File: src/rtl/uc_pkg.sv
package uc_pkg;
  typedef enum logic [1:0] {
    ST_IDLE  = 2'd0,
    ST_DUPQ  = 2'd1,
    ST_MREQ  = 2'd2,
    ST_MWAIT = 2'd3
  } uc_state_e;
endpackage

File: src/rtl/uc_tag_store.sv
module uc_tag_store #(
  parameter int SETS   = 4,
  parameter int WAYS   = 2,
  parameter int TAG_W  = 9,
  parameter int SLOT_W = 3,
  localparam int IDX_W = $clog2(SETS),
  localparam int WAY_W = $clog2(WAYS)
) (
  input  logic                    clk,
  input  logic                    rst_n,
  input  logic                    flush,
  input  logic [IDX_W-1:0]        a_set,
  input  logic [TAG_W-1:0]        a_tag,
  output logic                    a_hit,
  output logic [WAY_W-1:0]        a_way,
  output logic [SLOT_W-1:0]       a_slot,
  input  logic [IDX_W-1:0]        b_set,
  input  logic [TAG_W-1:0]        b_tag,
  output logic                    b_hit,
  output logic [WAY_W-1:0]        b_way,
  output logic [SLOT_W-1:0]       b_slot,
  input  logic [IDX_W-1:0]        v_set,
  output logic [WAYS-1:0]         v_valid,
  output logic [WAYS*SLOT_W-1:0]  v_slot,
  input  logic                    wr_en,
  input  logic [IDX_W-1:0]        wr_set,
  input  logic [WAY_W-1:0]        wr_way,
  input  logic [TAG_W-1:0]        wr_tag,
  input  logic [SLOT_W-1:0]       wr_slot
);
  logic [WAYS-1:0]   valid_q [SETS];
  logic [TAG_W-1:0]  tag_q   [SETS][WAYS];
  logic [SLOT_W-1:0] slot_q  [SETS][WAYS];

  always_ff @(posedge clk) begin
    if (!rst_n || flush) begin
      for (int s = 0; s < SETS; s++) valid_q[s] <= '0;
    end else if (wr_en) begin
      valid_q[wr_set][wr_way] <= 1'b1;
    end
  end

  always_ff @(posedge clk) begin
    if (!rst_n) begin
      for (int s = 0; s < SETS; s++)
        for (int w = 0; w < WAYS; w++) begin
          tag_q[s][w]  <= '0;
          slot_q[s][w] <= '0;
        end
    end else if (wr_en && !flush) begin
      tag_q[wr_set][wr_way]  <= wr_tag;
      slot_q[wr_set][wr_way] <= wr_slot;
    end
  end

  always_comb begin
    a_hit = 1'b0; a_way = '0; a_slot = '0;
    b_hit = 1'b0; b_way = '0; b_slot = '0;
    for (int w = 0; w < WAYS; w++) begin
      if (valid_q[a_set][w] && tag_q[a_set][w] == a_tag) begin
        a_hit = 1'b1; a_way = WAY_W'(w); a_slot = slot_q[a_set][w];
      end
      if (valid_q[b_set][w] && tag_q[b_set][w] == b_tag) begin
        b_hit = 1'b1; b_way = WAY_W'(w); b_slot = slot_q[b_set][w];
      end
    end
  end

  for (genvar w = 0; w < WAYS; w++) begin : g_view
    assign v_valid[w]                  = valid_q[v_set][w];
    assign v_slot[w*SLOT_W +: SLOT_W]  = slot_q[v_set][w];
  end
endmodule

File: src/rtl/uc_lru.sv
module uc_lru #(
  parameter int SETS = 4,
  parameter int WAYS = 2,
  localparam int IDX_W = $clog2(SETS),
  localparam int WAY_W = $clog2(WAYS)
) (
  input  logic             clk,
  input  logic             rst_n,
  input  logic             flush,
  input  logic             touch_en,
  input  logic [IDX_W-1:0] touch_set,
  input  logic [WAY_W-1:0] touch_way,
  input  logic [IDX_W-1:0] q_set,
  output logic [WAY_W-1:0] q_oldest
);
  // Age 0 is most recent; ages in a set are always a permutation.
  logic [WAY_W-1:0] age_q [SETS][WAYS];
  logic [WAY_W-1:0] ref_age;

  assign ref_age = age_q[touch_set][touch_way];

  always_ff @(posedge clk) begin
    if (!rst_n || flush) begin
      for (int s = 0; s < SETS; s++)
        for (int w = 0; w < WAYS; w++) age_q[s][w] <= WAY_W'(w);
    end else if (touch_en) begin
      for (int w = 0; w < WAYS; w++) begin
        if (WAY_W'(w) == touch_way)
          age_q[touch_set][w] <= '0;
        else if (age_q[touch_set][w] < ref_age)
          age_q[touch_set][w] <= age_q[touch_set][w] + 1'b1;
      end
    end
  end

  always_comb begin
    q_oldest = '0;
    for (int w = 0; w < WAYS; w++)
      if (age_q[q_set][w] == WAY_W'(WAYS-1)) q_oldest = WAY_W'(w);
  end
endmodule

File: src/rtl/uc_slot_pool.sv
module uc_slot_pool #(
  parameter int NSLOT = 8,
  parameter int BLK_W = 256,
  localparam int SLOT_W = $clog2(NSLOT),
  localparam int RC_W   = $clog2(NSLOT+1)
) (
  input  logic              clk,
  input  logic              rst_n,
  input  logic              flush,
  input  logic              inc_en,
  input  logic [SLOT_W-1:0] inc_slot,
  input  logic              dec_en,
  input  logic [SLOT_W-1:0] dec_slot,
  input  logic              wr_en,
  input  logic [SLOT_W-1:0] wr_slot,
  input  logic [BLK_W-1:0]  wr_data,
  input  logic [SLOT_W-1:0] rd_a_slot,
  output logic [BLK_W-1:0]  rd_a_data,
  input  logic [SLOT_W-1:0] rd_b_slot,
  output logic [BLK_W-1:0]  rd_b_data,
  input  logic [SLOT_W-1:0] cnt_slot,
  output logic [RC_W-1:0]   cnt_val,
  output logic [SLOT_W-1:0] free_slot
);
  logic [RC_W-1:0]  rc_q [NSLOT];
  logic [RC_W-1:0]  rc_d [NSLOT];
  logic [BLK_W-1:0] data_q [NSLOT];

  always_comb begin
    for (int i = 0; i < NSLOT; i++)
      rc_d[i] = rc_q[i]
              + RC_W'(inc_en && inc_slot == SLOT_W'(i))
              - RC_W'(dec_en && dec_slot == SLOT_W'(i));
  end

  always_ff @(posedge clk) begin
    if (!rst_n || flush) begin
      for (int i = 0; i < NSLOT; i++) rc_q[i] <= '0;
    end else begin
      for (int i = 0; i < NSLOT; i++) rc_q[i] <= rc_d[i];
    end
  end

  always_ff @(posedge clk) begin
    if (wr_en && !flush) data_q[wr_slot] <= wr_data;
  end

  always_comb begin
    free_slot = '0;
    for (int i = NSLOT-1; i >= 0; i--)
      if (rc_q[i] == '0) free_slot = SLOT_W'(i);
  end

  assign rd_a_data = data_q[rd_a_slot];
  assign rd_b_data = data_q[rd_b_slot];
  assign cnt_val   = rc_q[cnt_slot];
endmodule

File: src/rtl/uc_icache.sv
module uc_icache #(
  parameter int ADDR_W = 16,
  parameter int BLK_W  = 256,
  parameter int SETS   = 4,
  parameter int WAYS   = 2,
  localparam int OFF_W  = $clog2(BLK_W/8),
  localparam int KEY_W  = ADDR_W - OFF_W,
  localparam int IDX_W  = $clog2(SETS),
  localparam int TAG_W  = KEY_W - IDX_W,
  localparam int WAY_W  = $clog2(WAYS),
  localparam int NSLOT  = SETS * WAYS,
  localparam int SLOT_W = $clog2(NSLOT),
  localparam int RC_W   = $clog2(NSLOT+1)
) (
  input  logic              clk,
  input  logic              rst_n,
  input  logic              flush,
  input  logic              fetch_valid,
  output logic              fetch_ready,
  input  logic [ADDR_W-1:0] fetch_addr,
  output logic              resp_valid,
  output logic              resp_hit,
  output logic [BLK_W-1:0]  resp_data,
  output logic              dup_req_valid,
  output logic [KEY_W-1:0]  dup_req_key,
  input  logic              dup_rsp_valid,
  input  logic              dup_rsp_found,
  input  logic [KEY_W-1:0]  dup_rsp_key,
  output logic              mem_req_valid,
  input  logic              mem_req_ready,
  output logic [KEY_W-1:0]  mem_req_key,
  input  logic              mem_rsp_valid,
  input  logic [BLK_W-1:0]  mem_rsp_data
);
  import uc_pkg::*;

  uc_state_e        state_q;
  logic [KEY_W-1:0] miss_key_q;

  logic [KEY_W-1:0] f_key;
  logic [IDX_W-1:0] f_set, m_set, d_set;
  logic [TAG_W-1:0] f_tag, m_tag, d_tag;

  assign f_key = fetch_addr[ADDR_W-1:OFF_W];
  assign f_set = f_key[IDX_W-1:0];
  assign f_tag = f_key[KEY_W-1:IDX_W];
  assign m_set = miss_key_q[IDX_W-1:0];
  assign m_tag = miss_key_q[KEY_W-1:IDX_W];
  assign d_set = dup_rsp_key[IDX_W-1:0];
  assign d_tag = dup_rsp_key[KEY_W-1:IDX_W];

  logic                   a_hit, b_hit;
  logic [WAY_W-1:0]       a_way, b_way, lru_way;
  logic [SLOT_W-1:0]      a_slot, b_slot;
  logic [WAYS-1:0]        v_valid;
  logic [WAYS*SLOT_W-1:0] v_slot;
  logic                   tw_en;
  logic [WAY_W-1:0]       tw_way;
  logic [TAG_W-1:0]       tw_tag;
  logic [SLOT_W-1:0]      tw_slot;
  logic                   lt_en;
  logic [IDX_W-1:0]       lt_set;
  logic [WAY_W-1:0]       lt_way;
  logic                   inc_en, dec_en;
  logic [SLOT_W-1:0]      inc_slot, free_slot;
  logic [RC_W-1:0]        vic_cnt;
  logic [BLK_W-1:0]       rd_a_data, rd_b_data;

  // Handshake and miss-resolution events
  logic accept, dup_take, dup_res, refill_done;
  assign fetch_ready = (state_q == ST_IDLE) && !flush;
  assign accept      = fetch_valid && fetch_ready;
  assign dup_take    = (state_q == ST_DUPQ) && dup_rsp_valid;
  assign dup_res     = dup_take && dup_rsp_found && b_hit;
  assign refill_done = (state_q == ST_MWAIT) && mem_rsp_valid;

  // Victim selection in the missed set
  logic              has_inv, vic_valid, reuse;
  logic [WAY_W-1:0]  inv_way, victim;
  logic [SLOT_W-1:0] vic_slot, new_slot;

  always_comb begin
    has_inv = 1'b0;
    inv_way = '0;
    for (int w = WAYS-1; w >= 0; w--)
      if (!v_valid[w]) begin
        has_inv = 1'b1;
        inv_way = WAY_W'(w);
      end
  end

  assign victim    = has_inv ? inv_way : lru_way;
  assign vic_valid = v_valid[victim];
  assign vic_slot  = v_slot[32'(victim)*SLOT_W +: SLOT_W];
  assign reuse     = vic_valid && (vic_cnt == RC_W'(1));
  assign new_slot  = reuse ? vic_slot : free_slot;

  always_comb begin
    tw_en = 1'b0; tw_way = victim; tw_tag = m_tag; tw_slot = new_slot;
    inc_en = 1'b0; inc_slot = new_slot;
    if (refill_done) begin
      tw_en  = 1'b1;
      inc_en = !reuse;
    end else if (dup_res && has_inv) begin
      tw_en    = 1'b1;
      tw_way   = inv_way;
      tw_slot  = b_slot;
      inc_en   = 1'b1;
      inc_slot = b_slot;
    end
  end
  assign dec_en = refill_done && vic_valid && !reuse;

  always_comb begin
    lt_en = 1'b0; lt_set = m_set; lt_way = victim;
    if (accept && a_hit) begin
      lt_en = 1'b1; lt_set = f_set; lt_way = a_way;
    end else if (dup_res) begin
      lt_en = 1'b1; lt_set = d_set; lt_way = b_way;
    end else if (refill_done) begin
      lt_en = 1'b1;
    end
  end

  uc_tag_store #(.SETS(SETS), .WAYS(WAYS), .TAG_W(TAG_W), .SLOT_W(SLOT_W)) u_tags (
    .clk(clk), .rst_n(rst_n), .flush(flush),
    .a_set(f_set), .a_tag(f_tag), .a_hit(a_hit), .a_way(a_way), .a_slot(a_slot),
    .b_set(d_set), .b_tag(d_tag), .b_hit(b_hit), .b_way(b_way), .b_slot(b_slot),
    .v_set(m_set), .v_valid(v_valid), .v_slot(v_slot),
    .wr_en(tw_en), .wr_set(m_set), .wr_way(tw_way), .wr_tag(tw_tag), .wr_slot(tw_slot)
  );

  uc_lru #(.SETS(SETS), .WAYS(WAYS)) u_lru (
    .clk(clk), .rst_n(rst_n), .flush(flush),
    .touch_en(lt_en), .touch_set(lt_set), .touch_way(lt_way),
    .q_set(m_set), .q_oldest(lru_way)
  );

  uc_slot_pool #(.NSLOT(NSLOT), .BLK_W(BLK_W)) u_pool (
    .clk(clk), .rst_n(rst_n), .flush(flush),
    .inc_en(inc_en), .inc_slot(inc_slot),
    .dec_en(dec_en), .dec_slot(vic_slot),
    .wr_en(refill_done), .wr_slot(new_slot), .wr_data(mem_rsp_data),
    .rd_a_slot(a_slot), .rd_a_data(rd_a_data),
    .rd_b_slot(b_slot), .rd_b_data(rd_b_data),
    .cnt_slot(vic_slot), .cnt_val(vic_cnt),
    .free_slot(free_slot)
  );

  // Miss sequencer
  always_ff @(posedge clk) begin
    if (!rst_n) begin
      state_q    <= ST_IDLE;
      miss_key_q <= '0;
    end else begin
      case (state_q)
        ST_IDLE:  if (accept && !a_hit) begin
                    state_q    <= ST_DUPQ;
                    miss_key_q <= f_key;
                  end
        ST_DUPQ:  if (dup_take) state_q <= dup_res ? ST_IDLE : ST_MREQ;
        ST_MREQ:  if (mem_req_ready) state_q <= ST_MWAIT;
        ST_MWAIT: if (mem_rsp_valid) state_q <= ST_IDLE;
        default:  state_q <= ST_IDLE;
      endcase
    end
  end

  // Registered response
  always_ff @(posedge clk) begin
    if (!rst_n) begin
      resp_valid <= 1'b0;
      resp_hit   <= 1'b0;
      resp_data  <= '0;
    end else begin
      resp_valid <= (accept && a_hit) || dup_res || refill_done;
      resp_hit   <= accept && a_hit;
      if (accept && a_hit)  resp_data <= rd_a_data;
      else if (dup_res)     resp_data <= rd_b_data;
      else if (refill_done) resp_data <= mem_rsp_data;
    end
  end

  assign dup_req_valid = (state_q == ST_DUPQ);
  assign dup_req_key   = miss_key_q;
  assign mem_req_valid = (state_q == ST_MREQ);
  assign mem_req_key   = miss_key_q;
endmodule

File: config.mk
export PLATFORM = sky130hd
export DESIGN_NAME = uc_icache
export DESIGN_NICKNAME = d
export VERILOG_FILES = /design/src/rtl/uc_pkg.sv /design/src/rtl/uc_tag_store.sv /design/src/rtl/uc_lru.sv /design/src/rtl/uc_slot_pool.sv /design/src/rtl/uc_icache.sv
export SDC_FILE = /design/constraint.sdc
export NUM_CORES = 2
export LEC_CHECK = 0
export ABC_AREA = 1
export CORE_MARGIN = 4
export CORE_UTILIZATION = 43
export DETAILED_ROUTE_END_ITERATION = 8
export PLACE_DENSITY = 0.69
export SYNTH_ARGS = -nofsm -noshare
export SYNTH_HDL_FRONTEND = slang
export SYNTH_SLANG_ARGS = --single-unit
File: constraint.sdc
create_clock -name clk -period 19.5 [get_ports clk]
set_input_delay 3.9 -clock clk [delete_from_list [all_inputs] [get_ports clk]]
set_output_delay 3.9 -clock clk [all_outputs]
set_load 0.1 [all_outputs]
### After elaboration in Yosys (flattened, before gate mapping)

Memories as Yosys holds them, arrays and structs flattened. A register that Yosys moved wholly into a read port is not among the register bits.
Cells that the tools add are included.

* shift operators: 1
* bitwise gates (word level): 12
* magnitude comparators: 8
* mux-type cells: 117
* $add $sub $neg: 18
* eq/ne operators: 26
* reductions and logical operators: 61
* $mul: 1

Operator list (count)
* two-way mux 256 bit: 3
* two-way mux 1 bit: 57
* two-way mux 18 bit: 3
* two-way mux 3 bit: 16
* two-way mux 2 bit: 22
* equality test 9 bit: 4
* logical AND 1 bit: 36
* adder 4 x 1 -> 4 bit: 8
* zero test 4 bit: 8
* two-way mux 4 bit: 8
* subtractor 4 x 1 -> 4 bit: 8
* equality test 3 bit (second input constant): 8
* two-way mux 6 bit: 3
* OR reduction 18 bit: 1
* equality test 3 x 2 -> 1 bit (second input constant): 4
* OR 1 bit: 10
* demux 9 bit (select 1 bit): 1
* two-way mux 9 bit: 1
* one-hot mux 2 bit (4 select lines): 1
* equality test 3 x 1 -> 1 bit (second input constant): 2
* zero test 3 bit: 2
* inequality test 2 x 1 -> 1 bit (second input constant): 3
* OR reduction 6 bit: 1
* variable part select 6 x 4 -> 3 bit: 1
* other kinds (21): 33

* logic and storage cells: 255
* memories: 6
* input port bits: 291
* bits in writable memories: 2192
* register bits after elaboration: 271

Memories
* u_pool.data_q: depth 8, bits a word 256, read ports 2, clocked after memory_dff 0, write ports 1, line uc_slot_pool.sv:27 `logic [BLK_W-1:0] data_q [NSLOT];`
* u_tags.tag_q: depth 4, bits a word 18, read ports 2, clocked after memory_dff 0, write ports 4, line uc_tag_store.sv:32 `logic [TAG_W-1:0] tag_q [SETS][WAYS];`
* u_pool.rc_q: depth 8, bits a word 4, read ports 9, clocked after memory_dff 0, write ports 8, line uc_slot_pool.sv:25 `logic [RC_W-1:0] rc_q [NSLOT];`
* u_tags.slot_q: depth 4, bits a word 6, read ports 3, clocked after memory_dff 1, write ports 4, line uc_tag_store.sv:33 `logic [SLOT_W-1:0] slot_q [SETS][WAYS];`
* u_lru.age_q: depth 4, bits a word 2, read ports 2, clocked after memory_dff 1, write ports 4, line uc_lru.sv:17 `logic [WAY_W-1:0] age_q [SETS][WAYS];`
* u_tags.valid_q: depth 4, bits a word 2, read ports 3, clocked after memory_dff 1, write ports 4, line uc_tag_store.sv:31 `logic [WAYS-1:0] valid_q [SETS];`

### Longest topological paths before layout

An unclocked memory read counts as a cell.

* depth after elaboration: 21
* mapped depth: 29

### Cells and area by module

From an unflattened synthesis, not the netlist that was laid out.

* cells, all modules: 15116
* area total of the unflattened synthesis: 127996.5 um^2

By module, submodules not included
* uc_slot_pool: times used 1, seq. area each 62139.6 um^2, cells an instance 10365, area each 99613.0 um^2
* uc_icache: times used 1, seq. area each 5425.2 um^2, cells an instance 3779, area each 21197.8 um^2
* uc_tag_store: times used 1, seq. area each 3123.0 um^2, cells an instance 880, area each 6550.0 um^2
* uc_lru: times used 1, seq. area each 230.2 um^2, cells an instance 92, area each 635.6 um^2

### Worst setup path after synthesis

No wires, ideal clock.

* path kind: input to register
* start point: in mem_rsp_valid
* end point: mem u_pool.data_q[7][0], enable pin
* arrival time: 15.218 ns
* library setup time: 0.880 ns
* stages: 5
* required time: 18.620 ns
* buffers on the path: 1
* slack: 3.402 ns
* cells stage by stage: nand3_1 > clkbuf_1 > nor2_1 > nand3_1 > nor2_1

* cells in the longest elaborated chain, start to end: 4

Ends and longest elaborated chain
* start: declaration: line uc_icache.sv:32 `input logic mem_rsp_valid,`
* logical AND 1 bit: line uc_icache.sv:75 `assign refill_done = (state_q == ST_MWAIT) && mem_rsp_valid;`
* logical AND 1 bit: line uc_slot_pool.sv:45 `if (wr_en && !flush) data_q[wr_slot] <= wr_data;`
* two-way mux 1 bit: line uc_slot_pool.sv:45
* two-way mux 1 bit (implied by the code): line uc_slot_pool.sv:45
* end: declaration: line uc_slot_pool.sv:27

No other way between the ends.

### Final worst setup path

* start point: in fetch_addr[6]
* end point: reg resp_data[201]

* cells in the longest elaborated chain, start to end: 7
* elaborated cells between the ends (all ways): 15
* those cells by class: eq/ne: 2; mux: 5; reduce/logical: 4; memory: 4

Ends and longest elaborated chain
* start: declaration: line uc_icache.sv:20 `input logic [ADDR_W-1:0] fetch_addr,`
* memory read (4 x 18 bit)
* equality test 9 bit: line uc_tag_store.sv:60 `if (valid_q[a_set][w] && tag_q[a_set][w] == a_tag) begin`
* logical AND 1 bit: line uc_tag_store.sv:60
* two-way mux 3 bit / two-way mux 1 bit (equally long branches) (2 in series): line uc_tag_store.sv:60
* memory read (8 x 256 bit) / logical AND 1 bit (equally long branches)
* two-way mux 256 bit / nonzero test 3 bit (equally long branches)
* end signal: assignment: line uc_icache.sv:178 `if (accept && a_hit) resp_data <= rd_a_data;`
* end signal: assignment: line uc_icache.sv:179 `else if (dup_res) resp_data <= rd_b_data;`
* end signal: assignment: line uc_icache.sv:180 `else if (refill_done) resp_data <= mem_rsp_data;`
* end: declaration: line uc_icache.sv:23 `output logic [BLK_W-1:0] resp_data,`

Parallel ways exist; a longest one is shown, timed or not.
A chain may end at the register's enable or synchronous reset.

==> flow_metrics.env <==
export IMPL_status="finished, final reports clean"
export IMPL_syn_instance_count=13800
export IMPL_crit_path_end_kind="register"
export IMPL_p_leak_nw=50.2
export IMPL_cp_arrival_ns=11.07
export IMPL_htree_levels=5
export IMPL_grt_max_degree=245
export IMPL_path_depth=22
export IMPL_fmax_ghz=0.0972
export IMPL_globalplace_congestion=0.883
export IMPL_finalPower_mw=11.5
export IMPL_cts_buffer_depth=4
export IMPL_rsz0062_at_grt="false"
export IMPL_synth_nets=14100
export IMPL_hold_path_depth=2
export IMPL_synth_edf_count=2159
export IMPL_tns_ns=0
export IMPL_fin_skew_ns=0.0543
export IMPL_critPathTopFamily="buffers and inverters"
export IMPL_start_kind="input port"
export IMPL_cts_sinks=2465
export IMPL_port_buffers=568
export IMPL_crit_type="in -> reg"
export IMPL_cts_made_buffers=281
export IMPL_timing_final_crit_share=0.528
export IMPL_drc=0
export IMPL_fin_nets=14000
export IMPL_cp_slowest_cell="buf_4"
export IMPL_initial_core_util=0.432
export IMPL_crit_buf_inv=8
export IMPL_hpwl_mm=208
export IMPL_grt_usage=0.256
export IMPL_die_h_um=552
export IMPL_worst_path_largest_cell_delay_ns=0.87
export IMPL_path_max_fanout=163
export IMPL_first_iter_violations=12400
export IMPL_ir_drop_mv=0.0777
export IMPL_via_per_inst=5.85
export IMPL_wl_per_cell_um=22.8
export IMPL_hold_violations=0
export IMPL_post_cts_resized=0
export IMPL_drive_above_1_share=0.0456
export IMPL_ys_seq_area_frac=0.558
export IMPL_required_ns=20.29
export IMPL_cts_clk_slew_worst_paths_ns=0.06
export IMPL_nFillCells=26800
export IMPL_cts_tree="yes"
export IMPL_synthesis_area_um2=127000
export IMPL_ant_nets=0
export IMPL_setup_viol=0
export IMPL_relSlewSlack=0.152
export IMPL_ys_seq_elements=2465
export IMPL_antenna_found_initial=80
export IMPL_hold_buffers=0
export IMPL_num_io_pins=574
export IMPL_cts_setup_buffers=0
export IMPL_synth_main_ff_cell="edfxtp_1"
export IMPL_synth_area_per_cell_um2=9.23
export IMPL_die_area_um2=305000
export IMPL_grt_pass1_vias=99000
export IMPL_die_w_um=552
export IMPL_root_buffer="clkbuf_16"
export IMPL_maxCapViolations=0
export IMPL_finalWirelength_mm=408
export IMPL_drtPass1Iterations=6
export IMPL_grt_pass1_wl_mm=603
export IMPL_fin_crit_ns=10.29
export IMPL_placementRows=199
export IMPL_grt_ovfl_total=0
export IMPL_slew_viol_final=0
export IMPL_dp_cells=17300
export IMPL_core_um2=294000
export IMPL_path_common_cell="nand3_1"
export IMPL_synth_warnings=0
export IMPL_synthArstFlopShare=0
export IMPL_min_path_type="reg -> reg"
export IMPL_vias=105000
export IMPL_cp_cell_sequence="clkdlybuf4s50_1 -> buf_4 -> inv_2 -> nand3_1 -> nand3_1 -> nand2_1 -> nand2_1 -> nor2_1 -> nand3_1 -> nand3b_1 -> nand2_8 -> buf_4 -> buf_4 -> buf_12 -> buf_4 -> a21oi_1 -> o21ai_0 -> nand3_1 -> nand3_1 -> nand3_1 -> nand2_1 -> inv_1"
export IMPL_powerDensity_nw_per_um2=80.6
export IMPL_worst_slew_pin_slew_ns=1.27
export IMPL_synth_distinct_cells=53
export IMPL_ff2ff_path_depth=19
export IMPL_ff_latch_area_um2=71000
export IMPL_synthToLayoutAreaGrowth_pct=12.5
export IMPL_multi_input_area_um2=45100
export IMPL_fin_cells=17900
export IMPL_worst_hold_slack_ns=0.510
export IMPL_clk_insertion_delay_late_ns=0.92
==> routing by layer <==
layer  vias to the layer above  track usage  routed length, µm  part of all wire
li1                      48000            -                  -                 -
met1                     49700        0.331             159000              0.39
met2                      5821        0.414             188000              0.46
met3                      1102       0.0492              42400              0.10
met4                        38        0.120              18000             0.044
met5                         -            0                264           0.00065
==> final timing paths <==
path | from | endpoint | slack (ns)
min reg2reg | u_lru.age_q[2][0]$_DFF_P_ | u_lru.age_q[2][0]$_DFF_P_ | 0.51
min | u_lru.age_q[2][0]$_DFF_P_ | u_lru.age_q[2][0]$_DFF_P_ | 0.51
max | fetch_addr[6] | resp_data[201]$_SDFFE_PN0N_ | 9.21
max reg2reg | register | u_pool.data_q[3][162]$_DFFE_PP_ | 12.57
==> cell usage after synthesis, drive strengths merged (23+ instances only) <==
master  number  area [µm²]
nand3     2730       13700
nand2     2470        9310
edfxtp    2159       64800
inv       1456        5470
o211ai    1027        7710
buf        817        4670
nand3b     772        5800
nor2       731        2770
o21ai      571        2860
a21oi      311        1560
dfxtp      306        6130
clkbuf     291        1100
ha          40         500
nand4       23         150
==> placed cells by master (no fill, tap or decap), types with 18 or more instances in the layout <==
cell type,netlist,final
clkbuf_1,289,83
clkbuf_16,0,290
nor3_1,18,18
inv_1,1439,1436
clkdlybuf4s50_1,0,556
ha_1,40,40
clkbuf_8,0,33
nand3b_1,771,771
nand4_1,22,22
edfxtp_1,2159,2159
buf_4,136,145
clkinv_2,0,30
diode_2,0,59
nor2_1,725,717
o21ai_0,567,567
nand3_1,2723,2722
buf_12,0,22
nand2_1,2457,2455
dfxtp_1,306,306
o211ai_1,1027,1027
clkinv_1,10,41
a21oi_1,311,311
==> through the flow <==
stage	util	setup slack (ns)	cell area, µm²
global placement	0.454	8.48	134000
detailed placement	0.454	8.51	134000
CTS	0.485	9.49	143000
floorplan	-	3.40	127000
finish	0.486	9.21	143000
global route	0.486	9.06	143000
==> state kept, by name, summed over array words and instances (netlist names), named ones only <==
| name | flops |
|---|---|
| u_pool.data_q | 2048 |
| dup_req_key | 11 |
| u_pool.rc_q | 32 |
| resp_hit | 1 |
| u_lru.age_q | 8 |
| u_tags.valid_q | 8 |
| resp_valid | 1 |
| u_tags.tag_q | 72 |
| u_tags.slot_q | 24 |
| resp_data | 256 |
| state_q | 1 |
==> cells by family (layout without fill, tap and decap cells) <==
logic type / after synthesis / count (layout) / share of synthesized area
compound gates: 1930 / 1930 / 0.0966
xor+xnor: 8 / 8 / 0.000551
fa+ha+maj: 48 / 48 / 0.00519
buf+inv: 2574 / 2705 / 0.0887
flops: 2465 / 2465 / 0.558
mux: 1 / 1 / 0.0000787
other cells: 0 / 59 / 0
simple gates: 6759 / 6759 / 0.251
==> worst min-delay path: cells and delay by family (launching register included) <==
| kind | cells | cell delay (ns) |
|---|---|---|
| AOI/OAI and AO/OA | 1 | 0.09 |
| DFF | 1 | 0.33 |
| and+or+nand+nor | 1 | 0.07 |
==> where the power goes <==
group	switching [mW]	internal, mW	total (mW)
sequential	0.0201	5.75	5.77
combinational	0.338	0.126	0.464
clock	2.22	3.08	5.29
total	2.58	8.96	11.5
==> cell type report <==
type / count / share of cell area
flip-flops and latches: 2465 / 0.496
multi-input cells: 8746 / 0.315
clock buffers: 406 / 0.0561
inverters: 1466 / 0.0390
well taps: 3919 / 0.0343
clock inverters: 108 / 0.00835
diodes: 59 / 0.00103
repair buffers: 725 / 0.0497
Power figures use the tool's default switching activity.
